### config.mk
export PLATFORM = sky130hd
export DESIGN_NAME = pin_mode_steer
export DESIGN_NICKNAME = d
export VERILOG_FILES = /design/src/rtl/pms_pkg.sv /design/src/rtl/pms_ctrl.sv /design/src/rtl/pms_data.sv /design/src/rtl/pin_mode_steer.sv
export SDC_FILE = /design/constraint.sdc
export NUM_CORES = 1
export LEC_CHECK = 0
export BUFFER_PORTS_ARGS = -buffer_cell sky130_fd_sc_hd__buf_2
export CAP_MARGIN = 20
export CORE_ASPECT_RATIO = 0.6
export CORE_MARGIN = 3
export CORE_UTILIZATION = 28
export DETAILED_ROUTE_END_ITERATION = 8
export MAX_ROUTING_LAYER = met4
export PLACE_DENSITY_LB_ADDON = 0.12
export SLEW_MARGIN = 20
export SYNTH_ARGS = -nofsm -noshare
export SYNTH_HDL_FRONTEND = slang
export SYNTH_SLANG_ARGS = --single-unit
### constraint.sdc
create_clock -name clk -period 1.7 [get_ports clk]
set_clock_uncertainty 0.05 [all_clocks]
set_input_delay 0.085 -clock clk [delete_from_list [all_inputs] [get_ports clk]]
set_output_delay 0.085 -clock clk [all_outputs]
set_load 0.02 [all_outputs]
### src/rtl/pms_pkg.sv
package pms_pkg;
  localparam int MODE_W = 3;
  localparam int NUM_MODES = 1 << MODE_W;
  localparam int NUM_BUF = 2;

  typedef enum logic [MODE_W-1:0] {
    M_PAD   = 3'd0,
    M_INBUF = 3'd1,
    M_OUTBUF= 3'd2,
    M_CORE  = 3'd3,
    M_LOOP  = 3'd4,
    M_PREP  = 3'd5,
    M_SHIFT = 3'd6,
    M_FULL  = 3'd7
  } mode_t;

  typedef struct packed {
    logic padCheck;
    logic inBufExt;
    logic outBufExt;
    logic coreBus;
    logic loopRun;
    logic prepRun;
    logic shiftRun;
    logic fullRun;
  } strobe_t;
endpackage

### src/rtl/pms_ctrl.sv
module pms_ctrl
  import pms_pkg::*;
(
  input  logic                 clk,
  input  logic                 rstN,
  input  logic                 holdReset,
  input  logic [MODE_W-1:0]    modePins,
  output logic [MODE_W-1:0]    modeCode,
  output logic [NUM_MODES-1:0] isolateOneHot,
  output strobe_t              strobes
);
  logic [MODE_W-1:0] syncA, syncB;

  always_ff @(posedge clk or negedge rstN) begin
    if (!rstN) begin
      syncA    <= M_FULL;
      syncB    <= M_FULL;
      modeCode <= M_FULL;
    end else begin
      syncA <= modePins;
      syncB <= syncA;
      if (holdReset) modeCode <= syncB;
    end
  end

  for (genvar m = 0; m < NUM_MODES; m++) begin : g_onehot
    assign isolateOneHot[m] = (modeCode == MODE_W'(m));
  end

  always_comb begin
    strobes = '0;
    case (mode_t'(modeCode))
      M_PAD:    strobes.padCheck  = 1'b1;
      M_INBUF:  strobes.inBufExt  = 1'b1;
      M_OUTBUF: strobes.outBufExt = 1'b1;
      M_CORE:   strobes.coreBus   = 1'b1;
      M_LOOP:   strobes.loopRun   = 1'b1;
      M_PREP:   strobes.prepRun   = 1'b1;
      M_SHIFT:  strobes.shiftRun  = 1'b1;
      default:  strobes.fullRun   = 1'b1;
    endcase
  end
endmodule

### src/rtl/pms_data.sv
module pms_data
  import pms_pkg::*;
#(
  parameter int DW = 8,
  parameter int AW = 14
) (
  input  logic                          clk,
  input  strobe_t                       strobes,
  input  logic                          padInvIn,
  output logic                          padInvOut,
  output logic                          clkEcho,
  input  logic [DW-1:0]                 dataPins,
  input  logic [AW-DW-1:0]              spareAddrPins,
  input  logic                          memWritePin,
  input  logic [NUM_BUF-1:0][AW-1:0]    bufAddrInt,
  input  logic [NUM_BUF-1:0]            bufWeInt,
  input  logic [NUM_BUF-1:0][DW-1:0]    bufWrDataInt,
  output logic [NUM_BUF-1:0][AW-1:0]    bufAddr,
  output logic [NUM_BUF-1:0]            bufWe,
  output logic [NUM_BUF-1:0][DW-1:0]    bufWrData,
  input  logic [DW-1:0]                 busIn,
  output logic [DW-1:0]                 busOut,
  output logic                          busOe,
  input  logic                          coreOutValid,
  input  logic [DW-1:0]                 coreOutPixel,
  input  logic [DW-1:0]                 workPixel,
  output logic [DW-1:0]                 coreInPixel
);
  logic [NUM_BUF-1:0] extSel;
  logic [AW-1:0]      pinAddr;

  assign extSel  = {strobes.outBufExt, strobes.inBufExt};
  assign pinAddr = {spareAddrPins, dataPins};

  assign padInvOut = strobes.padCheck & ~padInvIn;
  assign clkEcho   = strobes.padCheck & clk;

  for (genvar b = 0; b < NUM_BUF; b++) begin : g_buf
    always_comb begin
      if (extSel[b]) begin
        bufAddr[b]   = pinAddr;
        bufWe[b]     = memWritePin;
        bufWrData[b] = dataPins;
      end else begin
        bufAddr[b]   = bufAddrInt[b];
        bufWe[b]     = bufWeInt[b];
        bufWrData[b] = bufWrDataInt[b];
      end
    end
  end

  assign busOut      = coreOutPixel;
  assign busOe       = strobes.coreBus & coreOutValid;
  assign coreInPixel = strobes.coreBus ? busIn : workPixel;
endmodule

### src/rtl/pin_mode_steer.sv
module pin_mode_steer
  import pms_pkg::*;
#(
  parameter int DW = 8,
  parameter int AW = 14
) (
  input  logic                          clk,
  input  logic                          rstN,
  input  logic                          holdReset,
  input  logic [MODE_W-1:0]             modePins,
  output logic [MODE_W-1:0]             modeCode,
  output logic [NUM_MODES-1:0]          isolateOneHot,
  input  logic                          padInvIn,
  output logic                          padInvOut,
  output logic                          clkEcho,
  input  logic [DW-1:0]                 dataPins,
  input  logic [AW-DW-1:0]              spareAddrPins,
  input  logic                          memWritePin,
  input  logic [NUM_BUF-1:0][AW-1:0]    bufAddrInt,
  input  logic [NUM_BUF-1:0]            bufWeInt,
  input  logic [NUM_BUF-1:0][DW-1:0]    bufWrDataInt,
  output logic [NUM_BUF-1:0][AW-1:0]    bufAddr,
  output logic [NUM_BUF-1:0]            bufWe,
  output logic [NUM_BUF-1:0][DW-1:0]    bufWrData,
  input  logic [DW-1:0]                 busIn,
  output logic [DW-1:0]                 busOut,
  output logic                          busOe,
  input  logic                          coreOutValid,
  input  logic [DW-1:0]                 coreOutPixel,
  input  logic [DW-1:0]                 workPixel,
  output logic [DW-1:0]                 coreInPixel
);
  strobe_t strobes;

  pms_ctrl u_ctrl (
    .clk(clk), .rstN(rstN), .holdReset(holdReset), .modePins(modePins),
    .modeCode(modeCode), .isolateOneHot(isolateOneHot), .strobes(strobes)
  );

  pms_data #(.DW(DW), .AW(AW)) u_data (
    .clk(clk), .strobes(strobes),
    .padInvIn(padInvIn), .padInvOut(padInvOut), .clkEcho(clkEcho),
    .dataPins(dataPins), .spareAddrPins(spareAddrPins), .memWritePin(memWritePin),
    .bufAddrInt(bufAddrInt), .bufWeInt(bufWeInt), .bufWrDataInt(bufWrDataInt),
    .bufAddr(bufAddr), .bufWe(bufWe), .bufWrData(bufWrData),
    .busIn(busIn), .busOut(busOut), .busOe(busOe),
    .coreOutValid(coreOutValid), .coreOutPixel(coreOutPixel),
    .workPixel(workPixel), .coreInPixel(coreInPixel)
  );
endmodule

==> impl_metrics.tcl, run 1 <==
set metrics [dict create \
    status "finished, violations left" \
    violations "negative setup slack" \
    route.detailed.drc 0 \
    start_util_pct 30.68 \
    worstHoldPathType "in -> out" \
    ios 169 \
    irDropWorstVdd_v 0.0003317 \
    power_density_mw_per_mm2 630.5 \
    setup-violations-final 56 \
    path_cells "buf_6, buf_6, nand3b_1, buf_6, mux2_4, buf_6" \
    rrSetupSlack_ns 0.58 \
    timing.fmax_mhz 501.5 \
    grt_pass1_vias 1586 \
    hold_viol 0 \
    area_growth_pct 131.4 \
    final_core_util_pct 70.98 \
    gp_congestion 0.8033 \
    ys_seq_elements 9 \
    grt_pass1_wl_um 8280 \
    yosys.area_share.xor_xnor_pct 0 \
    design_area_sq_mm 0.002733 \
    grt_overflow 0 \
    worstSetupEndpointType "output pin" \
    fillers 288 \
    post-place-ws_ns 0.05135 \
    start_kind "register" \
    path_class "reg -> out" \
    vias_per_cell 4.467 \
    cpMostUsedCell "buf_6" \
    critPathRequiredTime_ns 1.56 \
    synthCells 95 \
    ant_nets 0 \
    portBuffers 152 \
    crit_path_max_incr_delay_ns 0.54 \
    clk_pin_slew_ns 0.05 \
    synth_area_sq_mm 0.001181 \
    synth.net_count 188 \
    fin_tns_setup_ns -14.33 \
    placed_area_sq_mm 0.001953 \
    synth-simple-area-share_pct 8.263 \
    synth_adder_area_share_pct 0 \
    syn_avg_cell_area_sq_um 12.43 \
    cp_max_fo 4 \
    arrival_ns 1.86 \
    nets 360 \
    worstMarginPinSlew_ns 0.2136 \
    num_antenna_cells 0 \
    yosysUniqueCellTypes 16 \
    wl_per_cell_um 16.88 \
    slew_violations 0 \
    track_usage_pct 21.12 \
    grt_max_degree 13 \
    rsz0062_at_grt "true" \
    fp.dieH_um 56.31 \
    synth-compound-area-share_pct 0 \
    relSlewSlack_pct 85.76 \
    total_power_mw 1.723 \
    cts_tree "built" \
    synth_top_family_by_area "multiplexers" \
    dpl.cell_count 293 \
    die_w_um 89.85 \
    vias 1443 \
    dieArea_sq_mm 0.005059 \
    dp_hpwl_um 3399 \
    maxCapViolCount 0 \
    holdWs_ns 0.1200 \
    drt_iter0_drc 36 \
    fp-row-count 17 \
    antenna_found_initial 0 \
    clk_latency_ns 0.34 \
    worst_path_max_delay_cell "dfstp_2" \
    wirelength_um 5453 \
    drive_above_1_share_pct 94.74 \
    min_period_ns 1.994 \
    dr.pass1.iters 4 \
    muxShareOfSynthArea_pct 60.06 \
    core_sq_mm 0.003850 \
    ys.warnings.count 0 \
    fin_crit_sh_pct 117.3 \
    fin_cells 323 \
    leakagePower_nw 1.428 \
    ys_seq_area_share_pct 20.02 \
    setup_ws_ns -0.2939 \
]
-- layer usage --
metal  vias up  track usage, %  routed length (um)  part of all wire, %
met5         -               -                   0                    0
met4         0           6.100                  78                  1.4
met3        10           6.693                 461                  8.5
met2        87           36.54                2811                   52
met1       666           23.73                2101                   39
li1        680               -                   -                    -
-- registers in the layout (all words and copies together) (netlist names) --
name,cells
u_ctrl.modeCode,3
u_ctrl.syncA,3
u_ctrl.syncB,3
-- final cells by class --
| type | count | area [sq um] | area share (%) |
|---|---|---|---|
| timing repair buffer | 179 | 1433 | 52.43 |
| multi-input combinational | 68 | 893.4 | 32.69 |
| sequential | 9 | 236.5 | 8.654 |
| clock buffer | 8 | 91.34 | 3.342 |
| tap | 57 | 71.32 | 2.610 |
| inverter | 2 | 7.507 | 0.2747 |
-- report_power, final --
| group | leakage (nW) | internal [mW] | total (mW) | switching [mW] |
|---|---|---|---|---|
| Sequential | 0.0946 | 0.241 | 0.250 | 0.00909 |
| Combinational | 1.28 | 0.582 | 1.03 | 0.452 |
| Clock | 0.0526 | 0.318 | 0.440 | 0.122 |
-- kinds of logic after synthesis --
logic type	after synthesis
flip-flops	9
AND/OR/NAND/NOR	11
buffers and inverters	18
multiplexers	57
-- worst paths after layout --
path / depth (start not counted) / startpoint / to
min in group asynchronous: 2 / rstN / u_ctrl.modeCode[2]$_DFFE_PN1P_
max reg2reg: 4 / u_ctrl.modeCode[0]$_DFFE_PN1P_ / u_ctrl.modeCode[0]$_DFFE_PN1P_
min reg2reg: 0 / u_ctrl.syncA[1]$_DFF_PN1_ / u_ctrl.syncB[1]$_DFF_PN1_
min: 0 / coreOutPixel[2] / busOut[2]
max: 6 / u_ctrl.modeCode[0]$_DFFE_PN1P_ / coreInPixel[7]
max in group asynchronous: 2 / rstN / u_ctrl.syncB[0]$_DFF_PN1_
-- critical path: cells and delay by family, from the launching register on --
family	cells	cell delay [ns]
buf+inv	4	0.51
flops	1	0.54
mux	1	0.30
simple gates	1	0.15
-- cells in the final DEF, fill, tap and decap left out --
| master | n |
|---|---|
| buf_12 | 2 |
| inv_2 | 1 |
| nand3b_1 | 1 |
| buf_16 | 4 |
| mux2_2 | 21 |
| clkbuf_1 | 1 |
| dlygate4sd3_1 | 5 |
| and3b_1 | 2 |
| buf_8 | 2 |
| inv_1 | 1 |
| and2_1 | 1 |
| nor3_4 | 1 |
| nor4_1 | 1 |
| nor2_4 | 1 |
| dfstp_2 | 9 |
| and3_1 | 1 |
| mux2_4 | 36 |
| clkbuf_8 | 6 |
| buf_6 | 57 |
| nor3b_4 | 2 |
| buf_4 | 6 |
| nor3b_1 | 1 |
| buf_2 | 104 |
-- Yosys cell counts --
cell type	number	share of area (%)
mux2_2	39	37
mux2_4	18	23
buf_4	10	6.4
dfstp_2	9	20
buf_6	4	3.8
and3b_1	2	1.5
buf_2	2	0.85
inv_1	2	0.64
nor3b_4	2	3.2
and2_1	1	0.53
and3_1	1	0.53
nand3b_1	1	0.64
nor2_1	1	0.32
nor3_1	1	0.42
nor3b_1	1	0.64
nor4_1	1	0.53
-- what timing repair did --
action,4_1_cts,5_1_grt
cloned,6,0
hold buffers,5,0
setup endpoints to repair,55,64
resized for setup,106,30
hold endpoints to repair,13,0
setup buffers,15,0
Power figures use the tool's default switching activity.
==> run 2, diff against run 1 <==
--- a/config.mk
+++ b/config.mk
@@ -17,3 +17,4 @@
 export SYNTH_ARGS = -nofsm -noshare
 export SYNTH_HDL_FRONTEND = slang
 export SYNTH_SLANG_ARGS = --single-unit
+export TNS_END_PERCENT = 1
==> impl_metrics.tcl, run 2 <==
set metrics [dict create \
    status "did not finish" \
    stop_stage "detailed routing" \
    toolErrorMsg "[ERROR DRT-0255] Maze Route cannot find path of net coreOutPixel[5] in worker of routeBox ( 48300 0 ) ( 89850 48300 )." \
    synth.net_count 188 \
    ys.warnings.count 0 \
    track_usage_pct 15.98 \
    synth_area_leader_cell "mux2_2" \
    ys_seq_elements 9 \
    antenna_found_initial 0 \
    synth.area.top_cells "mux2_2 37%, mux2_4 23%, dfstp_2 20%" \
    synth_top_cells_by_count "39 x mux2_2, 18 x mux2_4, 10 x buf_4" \
    ios 169 \
    grt_max_degree 22 \
    synthFlopType "dfstp_2" \
    syn_avg_cell_area_sq_um 12.43 \
    synth_async_sr_flop_share_pct 100.0 \
    yosysUniqueCellTypes 16 \
    gp_congestion 0.7092 \
    ys_seq_area_share_pct 20.02 \
    fp-row-count 17 \
    grt_overflow 0 \
    synth_top_area_share_pct 37.18 \
    die_w_um 89.85 \
    dp_hpwl_um 3282 \
    worst-ep-kind "top-level output" \
    post-place-ws_ns 0.06922 \
    fp.dieH_um 56.31 \
    portBuffers 152 \
    synth_enable_flop_cells 0 \
    dpl.cell_count 295 \
    grt_pass1_vias 1408 \
    start_util_pct 30.68 \
    worstEndpointGrtRepair "bufAddr[14]" \
    synth_area_sq_mm 0.001181 \
    grt_pass1_wl_um 6458 \
    synth_most_common_cell "mux2_2" \
    synthCells 95 \
]
==> run 2: cell counts after synthesis <==
Identical to the previous run, type by type.
==> run 2: layer usage <==
metal / GRT usage [%]
met1: 16.32
met2: 27.56
met3: 6.292
met4: 7.190
met5: -
==> run 2: repair_timing <==
item	in CTS	in global routing
buffers inserted	3	4
resized for setup	15	50
hold buffers	5	0
cloned	1	3
pin swaps	0	1
hold endpoints to repair	15	0
setup endpoints to repair	56	57
==> run 2: logic make-up after synthesis <==
kind of cell / synth area share (%)
buffers and inverters: 11.65
DFF: 20.02
muxes: 60.06
and+or+nand+nor: 8.264
==> run 2: per-stage QoR <==
step	setup TNS [ns]	cell area, sq um
after CTS	-13.70	2193
after global routing	-16.40	2447
after global placement	0	1961
after floorplan	-1.711	1189
after detailed placement	0	1961
==> run 3, diff against run 2 <==
--- a/config.mk
+++ b/config.mk
@@ -7,12 +7,10 @@
 export LEC_CHECK = 0
 export BUFFER_PORTS_ARGS = -buffer_cell sky130_fd_sc_hd__buf_2
 export CAP_MARGIN = 20
-export CORE_ASPECT_RATIO = 0.6
 export CORE_MARGIN = 3
-export CORE_UTILIZATION = 28
+export CORE_UTILIZATION = 30
 export DETAILED_ROUTE_END_ITERATION = 8
-export MAX_ROUTING_LAYER = met4
-export PLACE_DENSITY_LB_ADDON = 0.12
+export PLACE_DENSITY_LB_ADDON = 0.15
 export SLEW_MARGIN = 20
 export SYNTH_ARGS = -nofsm -noshare
 export SYNTH_HDL_FRONTEND = slang
==> constraint.sdc (replaced) <==
create_clock -name clk -period 2.21 [get_ports clk]
set_clock_uncertainty 0.05 [all_clocks]
set_input_delay 0.1105 -clock clk [delete_from_list [all_inputs] [get_ports clk]]
set_output_delay 0.1105 -clock clk [all_outputs]
set_load 0.02 [all_outputs]
==> impl_metrics.tcl, run 3 (same netlist as run 1, synthesis figures left out) <==
set metrics [dict create \
    status "complete, no violations" \
    vias 1314 \
    power_density_mw_per_mm2 522.5 \
    final_common_cell "buf_2" \
    grt_overflow 0 \
    min_period_ns 2.127 \
    arrival_ns 1.97 \
    grt_max_degree 25 \
    dr.pass1.iters 2 \
    clk_pin_slew_ns 0.04 \
    portBuffers 152 \
    cp_max_fo 24 \
    dieArea_sq_mm 0.004726 \
    worstSetupEndpointType "output pin" \
    route.detailed.drc 0 \
    wl_per_cell_um 13.44 \
    relSlewSlack_pct 72.34 \
    track_usage_pct 14.96 \
    critPathRequiredTime_ns 2.05 \
    wirelength_um 3951 \
    dp_hpwl_um 3168 \
    dpl.cell_count 281 \
    clk_latency_ns 0.34 \
    rsz0062_at_grt "false" \
    start_kind "register" \
    drive_above_1_share_pct 93.50 \
    fin_tns_setup_ns 0 \
    grt_pass1_vias 1170 \
    ios 169 \
    worst_path_max_delay_cell "dfstp_2" \
    maxCapViolCount 0 \
    worstHoldPathType "in -> reg" \
    critPathTopFamily "flip-flops" \
    fp.dieH_um 68.75 \
    hold_viol 0 \
    die_w_um 68.75 \
    reg_top3 "u_ctrl.modeCode x3, u_ctrl.syncA x3, u_ctrl.syncB x3" \
    path_cells "nor3b_4, buf_12, mux2_2, buf_2" \
    antenna_found_initial 0 \
    num_antenna_cells 0 \
    cts_tree "built" \
    path_buf_inv 2 \
    drt_iter0_drc 20 \
    nets 340 \
    fillers 336 \
    holdWs_ns 0.01365 \
    crit_path_max_incr_delay_ns 0.64 \
    path_class "reg -> out" \
    irDropWorstVdd_v 0.0004730 \
    fin_crit_sh_pct 96.22 \
    rrSetupSlack_ns 1.25 \
    post-place-ws_ns 0.4254 \
    area_growth_pct 73.83 \
    ant_nets 0 \
    worstMarginPinSlew_ns 0.4137 \
    final_core_util_pct 55.25 \
    gp_congestion 0.6905 \
    start_util_pct 31.78 \
    fin_cells 294 \
    timing.fmax_mhz 470.3 \
    vias_per_cell 4.469 \
    layout_common_cells "152 x buf_2, 39 x mux2_2, 18 x mux2_4" \
    grt_pass1_wl_um 5257 \
    fp-row-count 22 \
    slew_violations 0 \
    setup_ws_ns 0.08348 \
    core_sq_mm 0.003716 \
    setup-violations-final 0 \
    leakagePower_nw 1.126 \
]
==> run 3: worst paths after layout <==
| path | start | end | depth (start not counted) |
|---|---|---|---|
| max in group asynchronous | rstN | u_ctrl.syncA[1]$_DFF_PN1_ | 2 |
| min | holdReset | u_ctrl.modeCode[2]$_DFFE_PN1P_ | 2 |
| min in group asynchronous | rstN | u_ctrl.modeCode[0]$_DFFE_PN1P_ | 2 |
| max | u_ctrl.modeCode[0]$_DFFE_PN1P_ | bufAddr[7] | 4 |
| max reg2reg | u_ctrl.modeCode[2]$_DFFE_PN1P_ | u_ctrl.modeCode[2]$_DFFE_PN1P_ | 1 |
| min reg2reg | u_ctrl.syncA[1]$_DFF_PN1_ | u_ctrl.syncB[1]$_DFF_PN1_ | 0 |
==> run 3: what timing repair did <==
action                     CTS  global route
hold endpoints to repair    12             0
hold buffers                 4             0
setup endpoints to repair    0             7
resized for setup            0             0
setup buffers                0             2
==> run 3: per-stage QoR <==
stage	power (mW)	instance area [sq um]
final	1.073	2053
after CTS	1.089	2038
after global routing	1.149	2053
after floorplan	0.5695	1181
after detailed placement	0.7378	1912
after global placement	0.7361	1912
==> run 3: power breakdown <==
group          internal [mW]  switching (mW)  total, mW
logic                  0.262           0.269      0.531
registers              0.186          0.0180      0.204
clock network          0.244          0.0937      0.338
==> run 3: routing by layer <==
metal  vias to the layer above  share of wire (%)  GRT usage (%)  wire length, um
li1                        640                  -              -                -
met1                       569                 34          15.77             1342
met2                        99                 51          26.22             2016
met3                         6                 14          5.348              545
met4                         0                1.1          7.299               45
met5                         -                  0              0                0
==> run 3: layout make-up <==
class                   instances  area [sq um]  area share, %
clock buffers                   8         91.34          4.449
well taps                      48         60.06          2.925
repair buffers                159         850.8          41.44
multi-input cells              68         807.0          39.31
flip-flops and latches          9         236.5          11.52
inverters                       2         7.507         0.3656
